--- config.mk ---
export PLATFORM = sky130hd
export DESIGN_NAME = pm_equiv
export DESIGN_NICKNAME = d
export VERILOG_FILES = /design/src/rtl/pm_equiv.sv
export SDC_FILE = /design/constraint.sdc
export NUM_CORES = 1
export LEC_CHECK = 0
export BUFFER_PORTS_ARGS = -buffer_cell sky130_fd_sc_hd__clkbuf_2
export CAP_MARGIN = 20
export CORE_MARGIN = 5
export CORE_UTILIZATION = 40
export CTS_BUF_LIST = sky130_fd_sc_hd__clkbuf_16
export CTS_CLUSTER_DIAMETER = 100
export CTS_CLUSTER_SIZE = 10
export DETAILED_ROUTE_END_ITERATION = 12
export PLACE_DENSITY = 0.58
export SETUP_SLACK_MARGIN = 0.5
export SLEW_MARGIN = 0
export SYNTH_ARGS = -nofsm -noshare
export SYNTH_HDL_FRONTEND = slang
export SYNTH_SLANG_ARGS = --single-unit
export TNS_END_PERCENT = 100
--- constraint.sdc ---
create_clock -name clk -period 14.6 [get_ports clk]
set_clock_uncertainty 0.2 [all_clocks]
set_input_delay 0.73 -clock clk [delete_from_list [all_inputs] [get_ports clk]]
set_output_delay 0.73 -clock clk [all_outputs]
set_load 0.02 [all_outputs]
--- src/rtl/pm_equiv.sv ---
module pm_equiv #(
  parameter int SW   = 3,
  parameter int NSYM = 4,
  parameter int OW   = 2
) (
  input  logic                    clk,
  input  logic                    rst_n,
  input  logic                    wr_en,
  input  logic                    wr_mach,
  input  logic [SW-1:0]           wr_state,
  input  logic [$clog2(NSYM)-1:0] wr_sym,
  input  logic [SW-1:0]           wr_next,
  input  logic                    wr_valid,
  input  logic [OW-1:0]           wr_out,
  input  logic                    start,
  output logic                    busy,
  output logic                    done,
  output logic                    equiv,
  output logic [SW-1:0]           fail_a,
  output logic [SW-1:0]           fail_b,
  output logic [2*SW:0]           fail_len
);
  localparam int NS   = 1 << SW;
  localparam int SYMW = $clog2(NSYM);
  localparam int PW   = 2 * SW;
  localparam int NP   = 1 << PW;
  localparam int LW   = PW + 1;
  localparam int NT   = 2 * NS * NSYM;
  localparam int TIW  = $clog2(NT);
  localparam int QW   = PW + LW;
  localparam logic [SW-1:0] DEAD = SW'(NS - 1);

  typedef enum logic [1:0] {S_IDLE, S_POP, S_EXP} st_t;
  st_t st;

  logic [SW-1:0]   nxt_mem [NT];
  logic [NT-1:0]   vld_mem;
  logic [OW-1:0]   out_mem [2*NS];
  logic [QW-1:0]   q_mem   [NP];
  logic [NP-1:0]   visited;
  logic [PW-1:0]   head, tail;
  logic [PW:0]     cnt;
  logic [SW-1:0]   cur_a, cur_b;
  logic [LW-1:0]   cur_len;
  logic [SYMW-1:0] sym;

  function automatic logic [TIW-1:0] tidx(input logic m, input logic [SW-1:0] s,
                                          input logic [SYMW-1:0] y);
    return TIW'((int'(m) * NS + int'(s)) * NSYM + int'(y));
  endfunction

  logic [TIW-1:0] wi, ia, ib;
  logic [SW-1:0]  nxt_a, nxt_b, ha, hb;
  logic [LW-1:0]  hl;
  logic           mism, start_go, enq;
  logic [QW-1:0]  enq_data;

  assign wi = tidx(wr_mach, wr_state, wr_sym);
  assign ia = tidx(1'b0, cur_a, sym);
  assign ib = tidx(1'b1, cur_b, sym);
  assign nxt_a = (cur_a == DEAD || !vld_mem[ia]) ? DEAD : nxt_mem[ia];
  assign nxt_b = (cur_b == DEAD || !vld_mem[ib]) ? DEAD : nxt_mem[ib];

  assign {ha, hb, hl} = q_mem[head];
  assign mism = ((ha == DEAD) != (hb == DEAD)) ||
                ((ha != DEAD) && (hb != DEAD) && (out_mem[{1'b0, ha}] != out_mem[{1'b1, hb}]));

  assign start_go = start && (st == S_IDLE);
  assign enq      = start_go || (st == S_EXP && !visited[{nxt_a, nxt_b}]);
  assign enq_data = start_go ? '0 : {nxt_a, nxt_b, cur_len + LW'(1)};
  assign busy     = (st != S_IDLE);

  always_ff @(posedge clk) begin
    if (wr_en) nxt_mem[wi] <= wr_next;
    if (enq) q_mem[start_go ? '0 : tail] <= enq_data;
  end

  always_ff @(posedge clk or negedge rst_n) begin
    if (!rst_n) begin
      vld_mem <= '0;
      for (int k = 0; k < 2*NS; k++) out_mem[k] <= '0;
    end else if (wr_en) begin
      vld_mem[wi] <= wr_valid;
      out_mem[{wr_mach, wr_state}] <= wr_out;
    end
  end

  always_ff @(posedge clk or negedge rst_n) begin
    if (!rst_n) begin
      st       <= S_IDLE;
      visited  <= '0;
      head     <= '0;
      tail     <= '0;
      cnt      <= '0;
      cur_a    <= '0;
      cur_b    <= '0;
      cur_len  <= '0;
      sym      <= '0;
      done     <= 1'b0;
      equiv    <= 1'b0;
      fail_a   <= '0;
      fail_b   <= '0;
      fail_len <= '0;
    end else begin
      done <= 1'b0;
      case (st)
        S_IDLE: if (start) begin
          visited <= NP'(1);
          head    <= '0;
          tail    <= PW'(1);
          cnt     <= (PW+1)'(1);
          st      <= S_POP;
        end
        S_POP: begin
          if (cnt == '0) begin
            done     <= 1'b1;
            equiv    <= 1'b1;
            fail_a   <= '0;
            fail_b   <= '0;
            fail_len <= '0;
            st       <= S_IDLE;
          end else begin
            head <= head + PW'(1);
            cnt  <= cnt - (PW+1)'(1);
            if (mism) begin
              done     <= 1'b1;
              equiv    <= 1'b0;
              fail_a   <= ha;
              fail_b   <= hb;
              fail_len <= hl;
              st       <= S_IDLE;
            end else begin
              cur_a   <= ha;
              cur_b   <= hb;
              cur_len <= hl;
              sym     <= '0;
              st      <= S_EXP;
            end
          end
        end
        S_EXP: begin
          if (enq) begin
            visited[{nxt_a, nxt_b}] <= 1'b1;
            tail <= tail + PW'(1);
            cnt  <= cnt + (PW+1)'(1);
          end
          if (int'(sym) == NSYM - 1) st <= S_POP;
          else sym <= sym + SYMW'(1);
        end
        default: st <= S_IDLE;
      endcase
    end
  end
endmodule

==> results_tabular.tex, run 1 <==
\begin{tabular}{lr}
\hline
Metric & Value \\
\hline
\multicolumn{2}{l}{\textbf{Synth}} \\
\quad Number of flip-flops and latches in the synthesized netlist & 1227 \\
\quad Unique cell type count in the Yosys netlist & 84 \\
\quad Synthesized area per cell & 18.2 µm² \\
\quad Top area cells in the synthesized netlist & edfxtp\_1, mux4\_2, dfrtp\_1, mux2\_2, mux2i\_1 \\
\quad Library cell with the largest summed area after synthesis & edfxtp\_1 \\
\quad Multiplexer fraction of the synthesized cell area & 17.2\% \\
\quad Share of synthesized registers carrying an async set or reset & 16.5\% \\
\quad Sequential cell area fraction in the yosys report & approximately 71\% \\
\quad Net Count, Synth & 2808 \\
\quad Largest family of logic cells by synthesized area & multiplexers \\
\quad Share of the synthesized area in the top cell type & between 60 and 70\% \\
\quad Commonest register cell after synthesis & edfxtp\_1 \\
\quad Leading post-synthesis cells by instance count & edfxtp\_1, mux4\_2, dfrtp\_1, nor2\_1, nand2\_1 \\
\quad Yosys warning count & 0 \\
\quad Synth Area in XOR/XNOR & 0.208\% \\
\quad Fraction of the mapped netlist area in compound gates & under 10\% \\
\quad Most common cell in the synthesized netlist & edfxtp\_1 \\
\quad Synth Cell Area & about 50000 µm² \\
\quad Synth Area in Simple Gates & 5.10\% \\
\quad Adder-Cell Fraction of Synth Area & 0.362\% \\
\quad Syn Inst Count & 2778 \\
\quad Number of flops mapped to enable cells by yosys & 1024 \\
\multicolumn{2}{l}{\textbf{STA}} \\
\quad Final total negative setup slack & 0 ns \\
\quad Slew Viols, Final & 0 \\
\quad Actual slew at the worst max-slew pin & roughly 1.2 ns \\
\quad Remaining max-slew budget at the tightest pin & 22.9\% \\
\quad Clock period minus worst slack & 7.66 ns \\
\quad RSZ-0062 raised after global routing & no \\
\quad Total of endpoints with negative setup slack in the final report & 0 \\
\quad Final critical-path share of the clock period & 52.5\% \\
\quad Achievable frequency & about 130 MHz \\
\quad Hold Vio Cnt, Final & 0 \\
\multicolumn{2}{l}{\textbf{Placement}} \\
\quad Input/output buffers & 31 \\
\quad Hpwl dp & 82200 µm \\
\quad Total cell area at the placement stage & 53000 µm² \\
\quad GP Congestion & between 0.9 and 1 \\
\multicolumn{2}{l}{\textbf{GRT}} \\
\quad Number of antenna violations at the first check in global routing & 1 \\
\quad Total routing usage reported by global routing & 19.9\% \\
\quad Overflow after GRT & 0 \\
\quad Number of global-route vias before repair & 27800 \\
\quad Global-route wire length before repair & 194000 µm \\
\quad Maximum number of pins on one net before global-route repair & 92 \\
\multicolumn{2}{l}{\textbf{Detailed routing}} \\
\quad Detailed Route WL & 132000 µm \\
\quad Number of remaining DRC errors & 0 \\
\quad Pre-Repair DR Iteration Count & 6 \\
\quad Number of nets with antenna violations after routing & 0 \\
\quad Avg WL per Cell & around 29 µm \\
\quad Vias per inst & approximately 5.9 \\
\quad Number of vias after detailed routing & 27200 \\
\quad Detailed router's first-iteration violation count & $\sim$3200 \\
\multicolumn{2}{l}{\textbf{Pwr}} \\
\quad Maximum ir drop on the vdd rail & 0.000192 V \\
\quad Leak & 18.8 nW \\
\quad Power after layout & 11.4 mW \\
\quad Share of total power in combinational logic & between 30\% and 40\% \\
\quad Power density over the cells & around 200 nW/µm² \\
\quad Switching share of total power & about a third \\
\quad Net Switching & 3.94 mW \\
\quad Internal & 7.47 mW \\
\quad Clock share of power & 27.4\% \\
\quad Seq pwr share & 41.2\% \\
\multicolumn{2}{l}{\textbf{Clocking}} \\
\quad Maximum number of buffers from clock root to sink & 3 \\
\quad Postcts setup bufs & 0 \\
\quad Count of instances resized after the clock tree is built & 0 \\
\quad Clock slew at reported path FFs & 0.06 ns \\
\quad Clock Sink Count & approximately 1200 \\
\quad Clock tree from TritonCTS & yes \\
\quad Clk Tree Root Cell & clkbuf\_16 \\
\quad Clock buffers created by TritonCTS & 141 \\
\quad Max H-tree Level & 4 \\
\quad Clock insertion delay at the later pin of the skew report & 0.78 ns \\
\multicolumn{2}{l}{\textbf{Setup path}} \\
\quad Cell-by-cell trace of the critical path & buf\_4 > mux2i\_1 > a22o\_1 > nor3\_1 > a31oi\_1 > and2\_1 > mux2\_2 > a211oi\_1 > a31oi\_1 > nor4\_1 > nand4b\_1 > buf\_4 > nor4\_1 > nor2b\_2 \\
\quad Path type of the worst setup path & flip-flop to flip-flop \\
\quad Critical path data required time & 14.74 ns \\
\quad Register-to-Register Setup Slack & between 6 and 7 ns \\
\quad Cell with the biggest individual delay on the critical path & nor2b\_2 \\
\quad Slowest Stage Delay on Critical Path & around 1.1 ns \\
\quad Buffers \& Inverters on Critical Path & 2 \\
\quad Worst setup path end & q\_mem[22][8]\$\_DFFE\_PP\_ \\
\quad Origin of the critical flop-to-flop path & sym[1]\$\_DFFE\_PN0P\_ \\
\quad Startpoint types & flip-flop \\
\quad Worst endpoint data arrival time & 7.80 ns \\
\quad Endpoint of the worst register-to-register path & q\_mem[22][8]\$\_DFFE\_PP\_ \\
\quad Startpoint of the most critical setup path & sym[1]\$\_DFFE\_PN0P\_ \\
\quad Critical Path Fanout Max & 56 \\
\quad Cell class contributing the biggest share of worst-path delay & simple AND/OR/NAND/NOR gates \\
\quad R2r worst-path depth & 14 \\
\quad Critical path capture point type & flip-flop \\
\quad Instance count on the critical path & 14 \\
\multicolumn{2}{l}{\textbf{Job}} \\
\quad MaxCap Viol Count & 0 \\
\multicolumn{2}{l}{\textbf{Run status}} \\
\quad Run status & finished, final reports clean \\
\multicolumn{2}{l}{\textbf{Die}} \\
\quad Ports & 32 \\
\quad Core area & 126000 µm² \\
\quad Vert. Die Dim & 365 µm \\
\quad Overall die area & 133000 µm² \\
\quad Initial standard-cell utilization of the core & 40.2\% \\
\quad Horiz. Die Dim & $\sim$370 µm \\
\quad Number of placement rows & 130 \\
\multicolumn{2}{l}{\textbf{Cells and area}} \\
\quad Fraction of layout cells with a size suffix above 1 & 26.3\% \\
\quad Number of inserted filler cells in the final layout & approximately 11000 \\
\quad Post-route design area & 57200 µm² \\
\quad Relative area change from synthesis to final layout & 13.2\% \\
\quad Net count of the finished layout & between 2000 and 3000 \\
\multicolumn{2}{l}{\textbf{Min path}} \\
\quad Path class of the lowest-slack min-delay path & primary input to flip-flop \\
\hline
\end{tabular}
-- power groups by stage --
stage               clock [mW]  sequential, mW  combinational, mW
detailed placement           0            4.78               3.57
floorplan                    0            4.65               2.37
finish                    3.12            4.71               3.58
global placement             0            4.76               3.47
global route              3.35            4.72               3.80
CTS                       3.19            4.71               3.57
-- per-stage QoR --
| stage | util, % | worst slack, ns | std cells | hold WS (ns) |
|---|---|---|---|---|
| after floorplan | - | 8.74 | 2778 | 0.220 |
| after global placement | 42.2 | 6.82 | 4376 | 0.243 |
| after detailed placement | 42.2 | 6.69 | 4379 | 0.245 |
| after CTS | 45.4 | 6.66 | 4583 | 0.180 |
| after global routing | 45.5 | 6.56 | 4589 | 0.138 |
| final | 45.5 | 6.94 | 4592 | 0.167 |
-- state kept, by name, indices dropped and copies added (netlist names), 7 cells and up --
| register | flops |
|---|---|
| q_mem | 832 |
| nxt_mem | 192 |
| visited | 64 |
| vld_mem | 56 |
| out_mem | 32 |
| cnt | 7 |
| cur_len | 7 |
| fail_len | 7 |
-- layer usage --
layer  global-route usage, %  wire (µm)  vias up
met1                    28.1      56200    14500
met3                    3.67       8980      215
met5                       0          0        -
li1                        -          -    11400
met4                    6.53       4080        0
met2                    31.5      62300     1063
-- final cells by class --
cell class              count  area (µm²)  area share (%)
repair buffers            131        1020            1.78
diodes                      3        7.51          0.0131
multi-input cells        1341       14100            24.6
well taps                1650        2060            3.61
flip-flops and latches   1227       35800            62.7
inverters                  37         140           0.245
clock inverters            61         448           0.784
clock buffers             142        3550            6.22
-- cells in the final DEF (no fill, tap or decap), types with 31 or more instances in the layout --
master     synthesis  routed
mux2i_1          106     106
nor2b_1           35      31
o21ai_0           36      36
clkbuf_16          0     142
nand2_1          133     133
mux2_2           102     102
mux4_2           278     278
dfrtp_1          203     197
nor2_1           141     124
nand3_1           48      48
inv_1             33      78
o31ai_1           40      39
edfxtp_1        1024    1024
a22oi_1           36      36
buf_4             10      91
-- kinds of logic after synthesis --
kind of cell | count (synthesis)
AOI/OAI and AO/OA | 291
xor gates and xnor gates | 12
adders and majority gates | 14
buffers and inverters | 210
DFF | 1227
muxes | 500
and+or+nand+nor | 524
-- worst min path at each step --
stage | end | start | slack (ns) | cells after the start
final | vld_mem[59]$_DFFE_PN0P_ | wr_valid | 0.17 | 2
after global routing | vld_mem[58]$_DFFE_PN0P_ | wr_valid | 0.14 | 2
after CTS | out_mem[19]$_DFFE_PN0P_ | wr_out[1] | 0.18 | 3
after detailed placement | visited[0]$_DFFE_PN0P_ | visited[0]$_DFFE_PN0P_ | 0.25 | 1
after global placement | visited[0]$_DFFE_PN0P_ | visited[0]$_DFFE_PN0P_ | 0.24 | 1
after floorplan | visited[0]$_DFFE_PN0P_ | visited[0]$_DFFE_PN0P_ | 0.22 | 1
-- timing repair --
action | CTS | global route
hold buffers | 1 | 0
endpoints found under the setup margin | 0 | 0
endpoints found under the hold margin | 88 | 0
(Power assumes the default switching activity.)
==> inputs of run 2 (changes only) <==
PLACE_DENSITY = 0.6   (was 0.58)
clock period = 6.65 ns   (was 14.6 ns; I/O delays follow)
==> run 2 against run 1 <==
  * Core utilization grew 0.55 points
  * Hold slack worse by 0.13 ns
  * Cell area rose by 1.2%
  * Highest routed layer is now met5
  * Count of clock-buffer cells in the layout is 1 lower
==> results_tabular.tex, run 2 (synthesis results as in run 1) <==
\begin{tabular}{lr}
\hline
Metric & Value \\
\hline
\multicolumn{2}{l}{\textbf{Run status}} \\
\quad Run status & finished, final reports clean (unchanged) \\
\multicolumn{2}{l}{\textbf{Placement}} \\
\quad Hpwl dp & 84200 µm (was 82200 µm) \\
\quad GP Congestion & 0.950 (was 0.922) \\
\quad Worst Setup Slack post-DPL & 0.132 ns (was 6.69 ns) \\
\quad Total placed cells including tap cells & 4441 (was 4379) \\
\quad Input/output buffers & 31 (unchanged) \\
\multicolumn{2}{l}{\textbf{Setup path}} \\
\quad Startpoint types & flip-flop (unchanged) \\
\quad Critical path data required time & 6.85 ns (was 14.74 ns) \\
\quad Critical Path Fanout Max & 17 (was 56) \\
\quad Path type of the worst setup path & flip-flop to flip-flop (unchanged) \\
\quad Worst endpoint data arrival time & 6.09 ns (was 7.80 ns) \\
\quad Cell with the biggest individual delay on the critical path & dfrtp\_1 (was nor2b\_2) \\
\quad Slowest Stage Delay on Critical Path & 0.84 ns (was 1.06 ns) \\
\quad Cell-by-cell trace of the critical path & mux4\_2 > nor2b\_1 > a211oi\_1 > a21oi\_1 > o21ai\_1 > nor2\_1 > nand3\_1 > o21bai\_1 > nor4bb\_1 > nand4b\_1 > buf\_4 > nor4\_1 > nor2b\_1 > buf\_4 (was buf\_4 > mux2i\_1 > a22o\_1 > nor3\_1 > a31oi\_1 > and2\_1 > mux2\_2 > a211oi\_1 > a31oi\_1 > nor4\_1 > nand4b\_1 > buf\_4 > nor4\_1 > nor2b\_2) \\
\quad Critical path capture point type & flip-flop (unchanged) \\
\multicolumn{2}{l}{\textbf{STA}} \\
\quad Total of endpoints with negative setup slack in the final report & 0 (unchanged) \\
\quad Actual slew at the worst max-slew pin & 1.13 ns (was 1.15 ns) \\
\quad Hold Vio Cnt, Final & 0 (unchanged) \\
\quad Clock period minus worst slack & 5.89 ns (was 7.66 ns) \\
\quad Slew Viols, Final & 0 (unchanged) \\
\quad RSZ-0062 raised after global routing & no (unchanged) \\
\quad Post-route worst setup slack & 0.765 ns (was 6.94 ns) \\
\quad Remaining max-slew budget at the tightest pin & 24.6\% (was 22.9\%) \\
\quad Final total negative setup slack & 0 ns (unchanged) \\
\quad Final critical-path share of the clock period & 88.5\% (was 52.5\%) \\
\quad Achievable frequency & 170 MHz (was 131 MHz) \\
\multicolumn{2}{l}{\textbf{Die}} \\
\quad Horiz. Die Dim & 365 µm (unchanged) \\
\quad Initial standard-cell utilization of the core & 40.2\% (unchanged) \\
\quad Core area & 126000 µm² (unchanged) \\
\quad Overall die area & 133000 µm² (unchanged) \\
\quad Vert. Die Dim & 365 µm (unchanged) \\
\quad Ports & 32 (unchanged) \\
\quad Number of placement rows & 130 (unchanged) \\
\multicolumn{2}{l}{\textbf{Pwr}} \\
\quad Power density over the cells & 439 nW/µm² (was 200 nW/µm²) \\
\quad Power after layout & 25.4 mW (was 11.4 mW) \\
\quad Leak & 19.2 nW (was 18.8 nW) \\
\quad Maximum ir drop on the vdd rail & 0.000352 V (was 0.000192 V) \\
\multicolumn{2}{l}{\textbf{Cells and area}} \\
\quad Net count of the finished layout & 2983 (was 2909) \\
\quad Number of inserted filler cells in the final layout & 10500 (was 10700) \\
\quad Most frequent cells in the layout & edfxtp\_1, mux4\_2, dfrtp\_1 (unchanged) \\
\quad Most common library cell in the layout ignoring fill and taps & edfxtp\_1 (unchanged) \\
\quad Fraction of layout cells with a size suffix above 1 & 27.6\% (was 26.3\%) \\
\quad Combined flip-flop and latch cell area & 35800 µm² (about the same) \\
\quad Flip-flop count of the largest register after layout & 832 (unchanged) \\
\quad Relative area change from synthesis to final layout & 14.6\% (was 13.2\%) \\
\quad Non-filler cells, final & 4665 (was 4592) \\
\quad Register with the most flip-flops & q\_mem (unchanged) \\
\quad Total area of multi-input combinational cells & 14000 µm² (was 14100 µm²) \\
\quad Registers with the most flip-flops & q\_mem (832), nxt\_mem (192), visited (64) (unchanged) \\
\multicolumn{2}{l}{\textbf{Detailed routing}} \\
\quad Pre-Repair DR Iteration Count & 5 (was 6) \\
\quad Number of vias after detailed routing & 27700 (was 27200) \\
\quad Vias per inst & 5.94 (was 5.91) \\
\quad Avg WL per Cell & 28.1 µm (was 28.6 µm) \\
\quad Number of nets with antenna violations after routing & 0 (unchanged) \\
\quad Detailed Route WL & 131000 µm (was 132000 µm) \\
\quad Detailed router's first-iteration violation count & 3130 (was 3159) \\
\quad Number of remaining DRC errors & 0 (unchanged) \\
\multicolumn{2}{l}{\textbf{Clocking}} \\
\quad Maximum number of buffers from clock root to sink & 3 (unchanged) \\
\quad Clock insertion delay at the later pin of the skew report & 0.77 ns (was 0.78 ns) \\
\quad Max H-tree Level & 4 (unchanged) \\
\quad Clock buffers created by TritonCTS & 141 (unchanged) \\
\quad Clk Tree Root Cell & clkbuf\_16 (unchanged) \\
\quad Clock tree from TritonCTS & yes (unchanged) \\
\quad Clock Sink Count & 1227 (unchanged) \\
\quad Clock slew at reported path FFs & 0.06 ns (about the same) \\
\multicolumn{2}{l}{\textbf{GRT}} \\
\quad Number of global-route vias before repair & 28100 (was 27800) \\
\quad Total routing usage reported by global routing & 19.7\% (was 19.9\%) \\
\quad Maximum number of pins on one net before global-route repair & 79 (was 92) \\
\quad Number of antenna violations at the first check in global routing & 6 (was 1) \\
\quad Overflow after GRT & 0 (unchanged) \\
\quad Global-route wire length before repair & 193000 µm (was 194000 µm) \\
\multicolumn{2}{l}{\textbf{Job}} \\
\quad MaxCap Viol Count & 0 (unchanged) \\
\multicolumn{2}{l}{\textbf{Min path}} \\
\quad Path class of the lowest-slack min-delay path & primary input to flip-flop (unchanged) \\
\hline
\end{tabular}
run 2: cell count changes in the layout (fill, tap and decap cells not counted), sizes merged:
cell,delta
clkbuf,-1
inv,-4
buf,+62
diode,+2
dlygate4sd3,+12
clkinv,+2
run 2: path summary, 6_finish.rpt:
| path | from | slack (ns) | depth (start not counted) | to |
|---|---|---|---|---|
| max in group asynchronous | rst_n | 4.77 | 4 | head[1]$_DFFE_PN0P_ |
| worst max-delay path | cur_a[2]$_DFFE_PN0P_ | 0.76 | 14 | q_mem[22][4]$_DFFE_PP_ |
| worst min register to register | visited[0]$_DFFE_PN0P_ | 0.26 | 1 | visited[0]$_DFFE_PN0P_ |
| worst max register to register | cur_a[2]$_DFFE_PN0P_ | 0.76 | 14 | q_mem[22][4]$_DFFE_PP_ |
| min in group asynchronous | rst_n | 0.50 | 4 | vld_mem[34]$_DFFE_PN0P_ |
| worst min-delay path | wr_next[2] | 0.03 | 2 | nxt_mem[38][2]$_DFFE_PP_ |
run 2: stage by stage:
stage	hold slack, ns	util [%]	cell area (µm²)
finish	0.0340	46.1	57800
global route	0.0248	46.0	57800
CTS	0.00775	46.0	57700
detailed placement	0.0982	42.6	53500
global placement	0.0906	42.6	53500
floorplan	-0.163	-	50500
run 2: final cells by class:
| type | count | area share, % |
|---|---|---|
| antenna | 5 | 0.0216 |
| clock buffer | 141 | 6.10 |
| clock inverter | 59 | 0.896 |
| inverter | 37 | 0.240 |
| multi-input combinational | 1341 | 24.3 |
| sequential | 1227 | 62.0 |
| tap | 1650 | 3.57 |
| timing repair buffer | 205 | 2.93 |
run 2: where the power goes:
part | total, mW | leakage (nW) | internal (mW) | switching, mW
logic | 8.25 | 5.20 | 2.90 | 5.35
registers | 10.3 | 11.9 | 9.85 | 0.452
clock network | 6.86 | 2.11 | 3.84 | 3.02
total | 25.4 | 19.2 | 16.6 | 8.82
run 2: metal layers:
metal	vias up	share of wire [%]	global-route usage, %
met5	-	0.0084	0
met4	2	2.6	5.91
li1	11500	-	-
met2	1231	47	30.9
met1	14700	41	27.6
met3	222	8.8	4.70
run 2: worst max-delay path, delay by kind of cell, from the launching register on:
kind,cells,cell delay (ns)
simple gates,7,2.37
compound gates,4,1.14
flops,1,0.84
buf+inv,2,0.53
mux,1,0.40
run 2: what timing repair did:
action	in CTS	in global routing
gates resized for setup	3	6
setup endpoints to repair	29	623
hold buffers	14	0
cloned	0	0
endpoints found under the hold margin	164	0
setup buffers	2	1
